--- src/rtl/loop_rb_pkg.sv ---
package loop_rb_pkg;

    typedef enum logic [1:0] {
        LB_PASS   = 2'd0,
        LB_FILL   = 2'd1,
        LB_REPLAY = 2'd2
    } lb_mode_e;

endpackage

--- src/rtl/loop_start_decode.sv ---
module loop_start_decode #(
    parameter int W     = 32,
    parameter int CNT_W = 8,
    parameter int OPC_W = 8,
    parameter logic [OPC_W-1:0] OPC = 8'hF0,
    parameter int DEPTH = 32
) (
    input  logic [W-1:0]     word,
    output logic             is_start,
    output logic [CNT_W:0]   total,
    output logic             fits
);
    localparam int TOT_W = CNT_W + 1;

    logic [CNT_W-1:0] ctl_cnt;
    logic [CNT_W-1:0] body_cnt;

    assign is_start = (word[W-1 -: OPC_W] == OPC);
    assign ctl_cnt  = word[2*CNT_W-1 -: CNT_W];
    assign body_cnt = word[CNT_W-1:0];
    assign total    = {1'b0, ctl_cnt} + {1'b0, body_cnt};
    assign fits     = (total != '0) && (total <= TOT_W'(DEPTH));

endmodule

--- src/rtl/loop_ring_store.sv ---
module loop_ring_store #(
    parameter int W     = 32,
    parameter int DEPTH = 32,
    localparam int PTR_W = (DEPTH > 1) ? $clog2(DEPTH) : 1
) (
    input  logic             clk,
    input  logic             we,
    input  logic [PTR_W-1:0] waddr,
    input  logic [W-1:0]     wdata,
    input  logic [PTR_W-1:0] raddr,
    output logic [W-1:0]     rdata
);
    logic [W-1:0] slots [DEPTH];

    always_ff @(posedge clk) begin
        if (we) slots[waddr] <= wdata;
    end

    assign rdata = slots[raddr];

endmodule

--- src/rtl/loop_replay_buffer.sv ---
module loop_replay_buffer
    import loop_rb_pkg::*;
#(
    parameter int W     = 32,
    parameter int AW    = 16,
    parameter int DEPTH = 32,
    parameter int CNT_W = 8
) (
    input  logic          clk,
    input  logic          rst_n,
    input  logic          flush,
    input  logic          f_valid,
    output logic          f_ready,
    input  logic [W-1:0]  f_word,
    input  logic [AW-1:0] f_pc,
    output logic          d_valid,
    input  logic          d_ready,
    output logic [W-1:0]  d_word,
    input  logic          loop_exit,
    output logic          pc_hold,
    output logic          pc_redirect,
    output logic [AW-1:0] pc_target
);
    localparam int PTR_W = (DEPTH > 1) ? $clog2(DEPTH) : 1;
    localparam int LEN_W = $clog2(DEPTH + 1);

    typedef struct packed {
        lb_mode_e         mode;
        logic [LEN_W-1:0] len;
        logic [PTR_W-1:0] wptr;
        logic [PTR_W-1:0] rptr;
        logic [AW-1:0]    base;
    } lb_state_t;

    lb_state_t st_q, st_d;

    logic             is_start;
    logic [CNT_W:0]   total;
    logic             fits;
    logic             we;
    logic [W-1:0]     rdata;
    logic             accept;
    logic             w_last;
    logic             r_last;

    loop_start_decode #(
        .W(W), .CNT_W(CNT_W), .OPC_W(8), .OPC(8'hF0), .DEPTH(DEPTH)
    ) i_dec (
        .word(f_word), .is_start(is_start), .total(total), .fits(fits)
    );

    loop_ring_store #(
        .W(W), .DEPTH(DEPTH)
    ) i_store (
        .clk(clk), .we(we), .waddr(st_q.wptr), .wdata(f_word),
        .raddr(st_q.rptr), .rdata(rdata)
    );

    assign accept    = f_valid && d_ready;
    assign w_last    = (LEN_W'(st_q.wptr) == st_q.len - LEN_W'(1));
    assign r_last    = (LEN_W'(st_q.rptr) == st_q.len - LEN_W'(1));
    assign pc_target = st_q.base + AW'(1) + AW'(st_q.len);

    always_comb begin
        st_d        = st_q;
        d_valid     = 1'b0;
        d_word      = f_word;
        f_ready     = 1'b0;
        pc_hold     = 1'b0;
        pc_redirect = 1'b0;
        we          = 1'b0;
        unique case (st_q.mode)
            LB_PASS: begin
                d_valid = f_valid;
                f_ready = d_ready;
                if (accept && is_start && fits) begin
                    st_d.mode = LB_FILL;
                    st_d.len  = LEN_W'(total);
                    st_d.wptr = '0;
                    st_d.base = f_pc;
                end
            end
            LB_FILL: begin
                d_valid = f_valid;
                f_ready = d_ready;
                if (accept) begin
                    we = 1'b1;
                    if (w_last) begin
                        st_d.mode = LB_REPLAY;
                        st_d.rptr = '0;
                    end else begin
                        st_d.wptr = st_q.wptr + PTR_W'(1);
                    end
                end
            end
            LB_REPLAY: begin
                d_valid = 1'b1;
                d_word  = rdata;
                pc_hold = 1'b1;
                if (d_ready) begin
                    if (r_last) begin
                        if (loop_exit) begin
                            pc_redirect = 1'b1;
                            st_d.mode   = LB_PASS;
                        end else begin
                            st_d.rptr = '0;
                        end
                    end else begin
                        st_d.rptr = st_q.rptr + PTR_W'(1);
                    end
                end
            end
            default: st_d.mode = LB_PASS;
        endcase
        if (flush) begin
            d_valid     = 1'b0;
            f_ready     = 1'b0;
            pc_hold     = 1'b0;
            pc_redirect = 1'b0;
            we          = 1'b0;
            st_d.mode   = LB_PASS;
        end
    end

    always_ff @(posedge clk) begin
        if (!rst_n) begin
            st_q <= '{mode: LB_PASS, len: '0, wptr: '0, rptr: '0, base: '0};
        end else begin
            st_q <= st_d;
        end
    end

endmodule

--- config.mk ---
export PLATFORM = sky130hd
export DESIGN_NAME = loop_replay_buffer
export DESIGN_NICKNAME = d
export VERILOG_FILES = /design/src/rtl/loop_rb_pkg.sv /design/src/rtl/loop_start_decode.sv /design/src/rtl/loop_ring_store.sv /design/src/rtl/loop_replay_buffer.sv
export SDC_FILE = /design/constraint.sdc
export NUM_CORES = 1
export LEC_CHECK = 0
export BUFFER_PORTS_ARGS = -buffer_cell sky130_fd_sc_hd__buf_2
export CAP_MARGIN = 20
export CORE_MARGIN = 3
export CORE_UTILIZATION = 35
export DETAILED_ROUTE_END_ITERATION = 16
export HOLD_SLACK_MARGIN = 0.12
export PLACE_DENSITY = 0.47
export SLEW_MARGIN = 10
export SYNTH_ARGS = -nofsm -noshare
export SYNTH_HDL_FRONTEND = slang
export SYNTH_HIERARCHICAL = 1
export SYNTH_SLANG_ARGS = --single-unit
--- constraint.sdc ---
create_clock -name clk -period 4.4 [get_ports clk]
set_clock_uncertainty 0.1 [all_clocks]
set_input_delay 0.66 -clock clk [delete_from_list [all_inputs] [get_ports clk]]
set_output_delay 0.66 -clock clk [all_outputs]
set_load 0.05 [all_outputs]
==> flow_results.xml <==
<?xml version="1.0" encoding="UTF-8"?>
<metrics>
  <group name="cts">
    <metric name="tritoncts" unit="">built</metric>
    <metric name="clockRootBuffer" unit="">clkbuf_16</metric>
    <metric name="htreeDepth" unit="">3</metric>
    <metric name="cts-root-to-sink-buffers" unit="">3</metric>
    <metric name="worst_setup_hold_path_clk_slew" unit="ps">60</metric>
    <metric name="cts_buffers" unit="">111</metric>
    <metric name="clk_latency" unit="ps">680</metric>
    <metric name="cts_sinks" unit="">1058</metric>
  </group>
  <group name="global_routing">
    <metric name="grt_util_all_layers" unit="%">19.4</metric>
    <metric name="global_route.overflow_total" unit="">0</metric>
    <metric name="number_of_antenna_violations_at_the_first_check_in_global_routing" unit="">5</metric>
    <metric name="wire_length_of_the_first_global_routing_pass" unit="um">178000</metric>
    <metric name="largest_net_degree_at_the_start_of_global_routing" unit="">71</metric>
    <metric name="grt_pass1_vias" unit="">24732</metric>
  </group>
  <group name="detailed_routing">
    <metric name="via_count" unit="">24225</metric>
    <metric name="routedWlPerCell" unit="um">27.1</metric>
    <metric name="vias_per_cell" unit="">5.27</metric>
    <metric name="drc" unit="">0</metric>
    <metric name="detailedRoute.firstPassIterationCount" unit="">5</metric>
    <metric name="detail_route.wirelength" unit="um">124000</metric>
    <metric name="count_of_antenna_violating_nets_left_after_detailed_routing" unit="">0</metric>
    <metric name="number_of_drc_markers_in_iteration_0" unit="">2149</metric>
  </group>
  <group name="timing">
    <metric name="report.final.setup_viol" unit="">0</metric>
    <metric name="max_clock_freq" unit="MHz">238</metric>
    <metric name="grt_setup_unrepaired" unit="">no</metric>
    <metric name="slew_violations" unit="">0</metric>
    <metric name="worst_slew_pin_slew" unit="ps">997</metric>
    <metric name="timing.max_slew.rel_slack" unit="%">33.6</metric>
    <metric name="setup_total_negative_slack" unit="ps">0</metric>
    <metric name="report.final.hold_viol_count" unit="">0</metric>
    <metric name="period_minus_slack" unit="ps">4210</metric>
    <metric name="fin_crit_sh" unit="%">95.7</metric>
  </group>
  <group name="power_and_ir_drop">
    <metric name="p_leak" unit="nW">15.4</metric>
    <metric name="fin_total_pwr" unit="mW">20.1</metric>
    <metric name="power_per_cell_area" unit="nW/um2">403</metric>
    <metric name="vdd.ir_drop.worst" unit="mV">0.365</metric>
  </group>
  <group name="yosys">
    <metric name="postSynthCellCount" unit="">2664</metric>
    <metric name="synthesis.area_per_instance" unit="um2">16.1</metric>
    <metric name="warning_count_from_the_yosys_run" unit="">6</metric>
    <metric name="syn-num-nets" unit="">2737</metric>
    <metric name="synthesis.area" unit="um2">42900</metric>
  </group>
  <group name="critical_path">
    <metric name="timing.critical_path.cells" unit="">and2b_4 &gt; buf_12 &gt; buf_4 &gt; a22oi_1 &gt; a31oi_1 &gt; nand3_1 &gt; nand2_1 &gt; nand2_1 &gt; buf_2</metric>
    <metric name="timing.critical_path.arrival" unit="ps">3450</metric>
    <metric name="required" unit="ps">3640</metric>
    <metric name="biggest_fanout_along_the_worst_timing_path" unit="">33</metric>
    <metric name="critical_path.top_delay_family" unit="">simple AND/OR/NAND/NOR gates</metric>
    <metric name="critical_path.reg2reg.endpoint" unit="">i_store/slots[28][16]</metric>
    <metric name="critical-path-top-cell-by-count" unit="">nand2_1</metric>
    <metric name="crit_buf_inv" unit="">3</metric>
    <metric name="worst_setup_path_start_kind" unit="">flip-flop</metric>
    <metric name="r2r_setup_slack" unit="ps">960</metric>
    <metric name="critical_path_type" unit="">reg2out</metric>
    <metric name="r2r.worst_path.cells" unit="">6</metric>
    <metric name="slowest_stage_cell_cp" unit="">dfxtp_1</metric>
    <metric name="critical_path.endpoint_type" unit="">output port</metric>
    <metric name="crit-reg2reg-launch" unit="">st_q[32]</metric>
    <metric name="worst_path_largest_cell_delay" unit="ps">640</metric>
  </group>
  <group name="finish">
    <metric name="multiInputGateArea" unit="um2">10800</metric>
    <metric name="layout.filler_cells" unit="">11041</metric>
    <metric name="drive_above_1_share" unit="%">15.3</metric>
    <metric name="layout.nets" unit="">2962</metric>
    <metric name="seq_area" unit="um2">31400</metric>
    <metric name="fin_util" unit="%">41.3</metric>
    <metric name="area_growth_synth_to_finish" unit="%">16.4</metric>
  </group>
  <group name="min_path">
    <metric name="class_of_the_tightest_hold_or_removal_check" unit="">in2reg</metric>
    <metric name="timing.hold.worst.start" unit="">f_pc[10]</metric>
    <metric name="hold-path-cell-count" unit="">3</metric>
    <metric name="timing.hold.worst_endpoint" unit="">st_q[10]</metric>
  </group>
  <group name="floorplanning">
    <metric name="floorplan.die_area" unit="um2">127000</metric>
    <metric name="die_w" unit="um">356</metric>
    <metric name="num_rows" unit="">127</metric>
    <metric name="die-height" unit="um">356</metric>
    <metric name="core_area" unit="um2">121000</metric>
    <metric name="floorplan.initialDensity" unit="%">35.5</metric>
    <metric name="io_pins" unit="">106</metric>
  </group>
  <group name="place">
    <metric name="place_congestion" unit="">0.783</metric>
    <metric name="place.port_buffers" unit="">105</metric>
    <metric name="place.detailed.hpwl" unit="um">69600</metric>
  </group>
  <group name="run_status">
    <metric name="status" unit="">finished clean</metric>
  </group>
  <group name="flow_run">
    <metric name="cap_violations" unit="">0</metric>
  </group>
</metrics>
final cells by class:
type                    count  area share [%]
well taps                1612            4.04
repair buffers            264            4.54
clock buffers             148            5.97
clock inverters            58           0.707
diodes                      2          0.0100
inverters                  15           0.113
flip-flops and latches   1058            63.0
multi-input cells        1439            21.6
stage by stage:
stage               cell area (um2)  worst slack, ps  hold WS [ps]  std cells
finish                        49900              190           165       4596
global route                  49900             31.2           158       4594
CTS                           49900              123           120       4593
detailed placement            46400              238           368       4371
global placement              46400              226           358       4370
floorplan                     42900              803           343       2664
flip-flops by register name, summed over array words and instances (netlist names):
| signal | cells |
|---|---|
| i_store/slots | 1024 |
| st_q | 34 |
metal layers:
metal / vias to the layer above / global-route usage (%) / part of all wire (%)
met5: - / 0 / 0
li1: 10836 / - / -
met1: 12620 / 26.7 / 45
met2: 614 / 32.3 / 48
met4: 0 / 4.70 / 2.0
met3: 155 / 2.95 / 5.0
worst min-delay path: stages:
cell and delay [ps]:
buf_2 100, nand2_1 40, a21boi_0 90
placed cells by master (no fill, tap or decap), drive strengths merged, types with 50 or more instances in the layout:
| cell type | instances |
|---|---|
| a22oi | 96 |
| nand2 | 257 |
| clkinv | 50 |
| edfxtp | 1024 |
| buf | 248 |
| a21oi | 110 |
| a22o | 64 |
| nor2 | 57 |
| clkbuf | 148 |
| mux2i | 513 |
| nand3 | 116 |
how the worst max path moves through the flow:
stage | from | endpoint | slack [ps] | depth (start not counted)
global placement | f_word[0] | st_q[25] | 230 | 16
finish | st_q[17] | d_word[10] | 190 | 9
floorplan | d_ready | i_store/slots[28][0] | 800 | 6
detailed placement | f_word[0] | st_q[24] | 240 | 16
CTS | st_q[17] | d_word[21] | 120 | 9
global route | st_q[17] | d_word[13] | 30 | 10
power breakdown:
group,leakage (nW),internal [mW],switching (mW)
clock network,1.63,4.81,3.87
registers,9.47,11.0,0.0000363
logic,4.25,0.0895,0.297
total,15.4,15.9,4.17
timing repair:
item,4_1_cts,5_1_grt
hold buffers,16,0
hold endpoints to repair,17,0
endpoints found under the setup margin,0,2
buffers inserted,0,1
resized for setup,0,1
No activity file was read; power rests on OpenSTA's default activity.
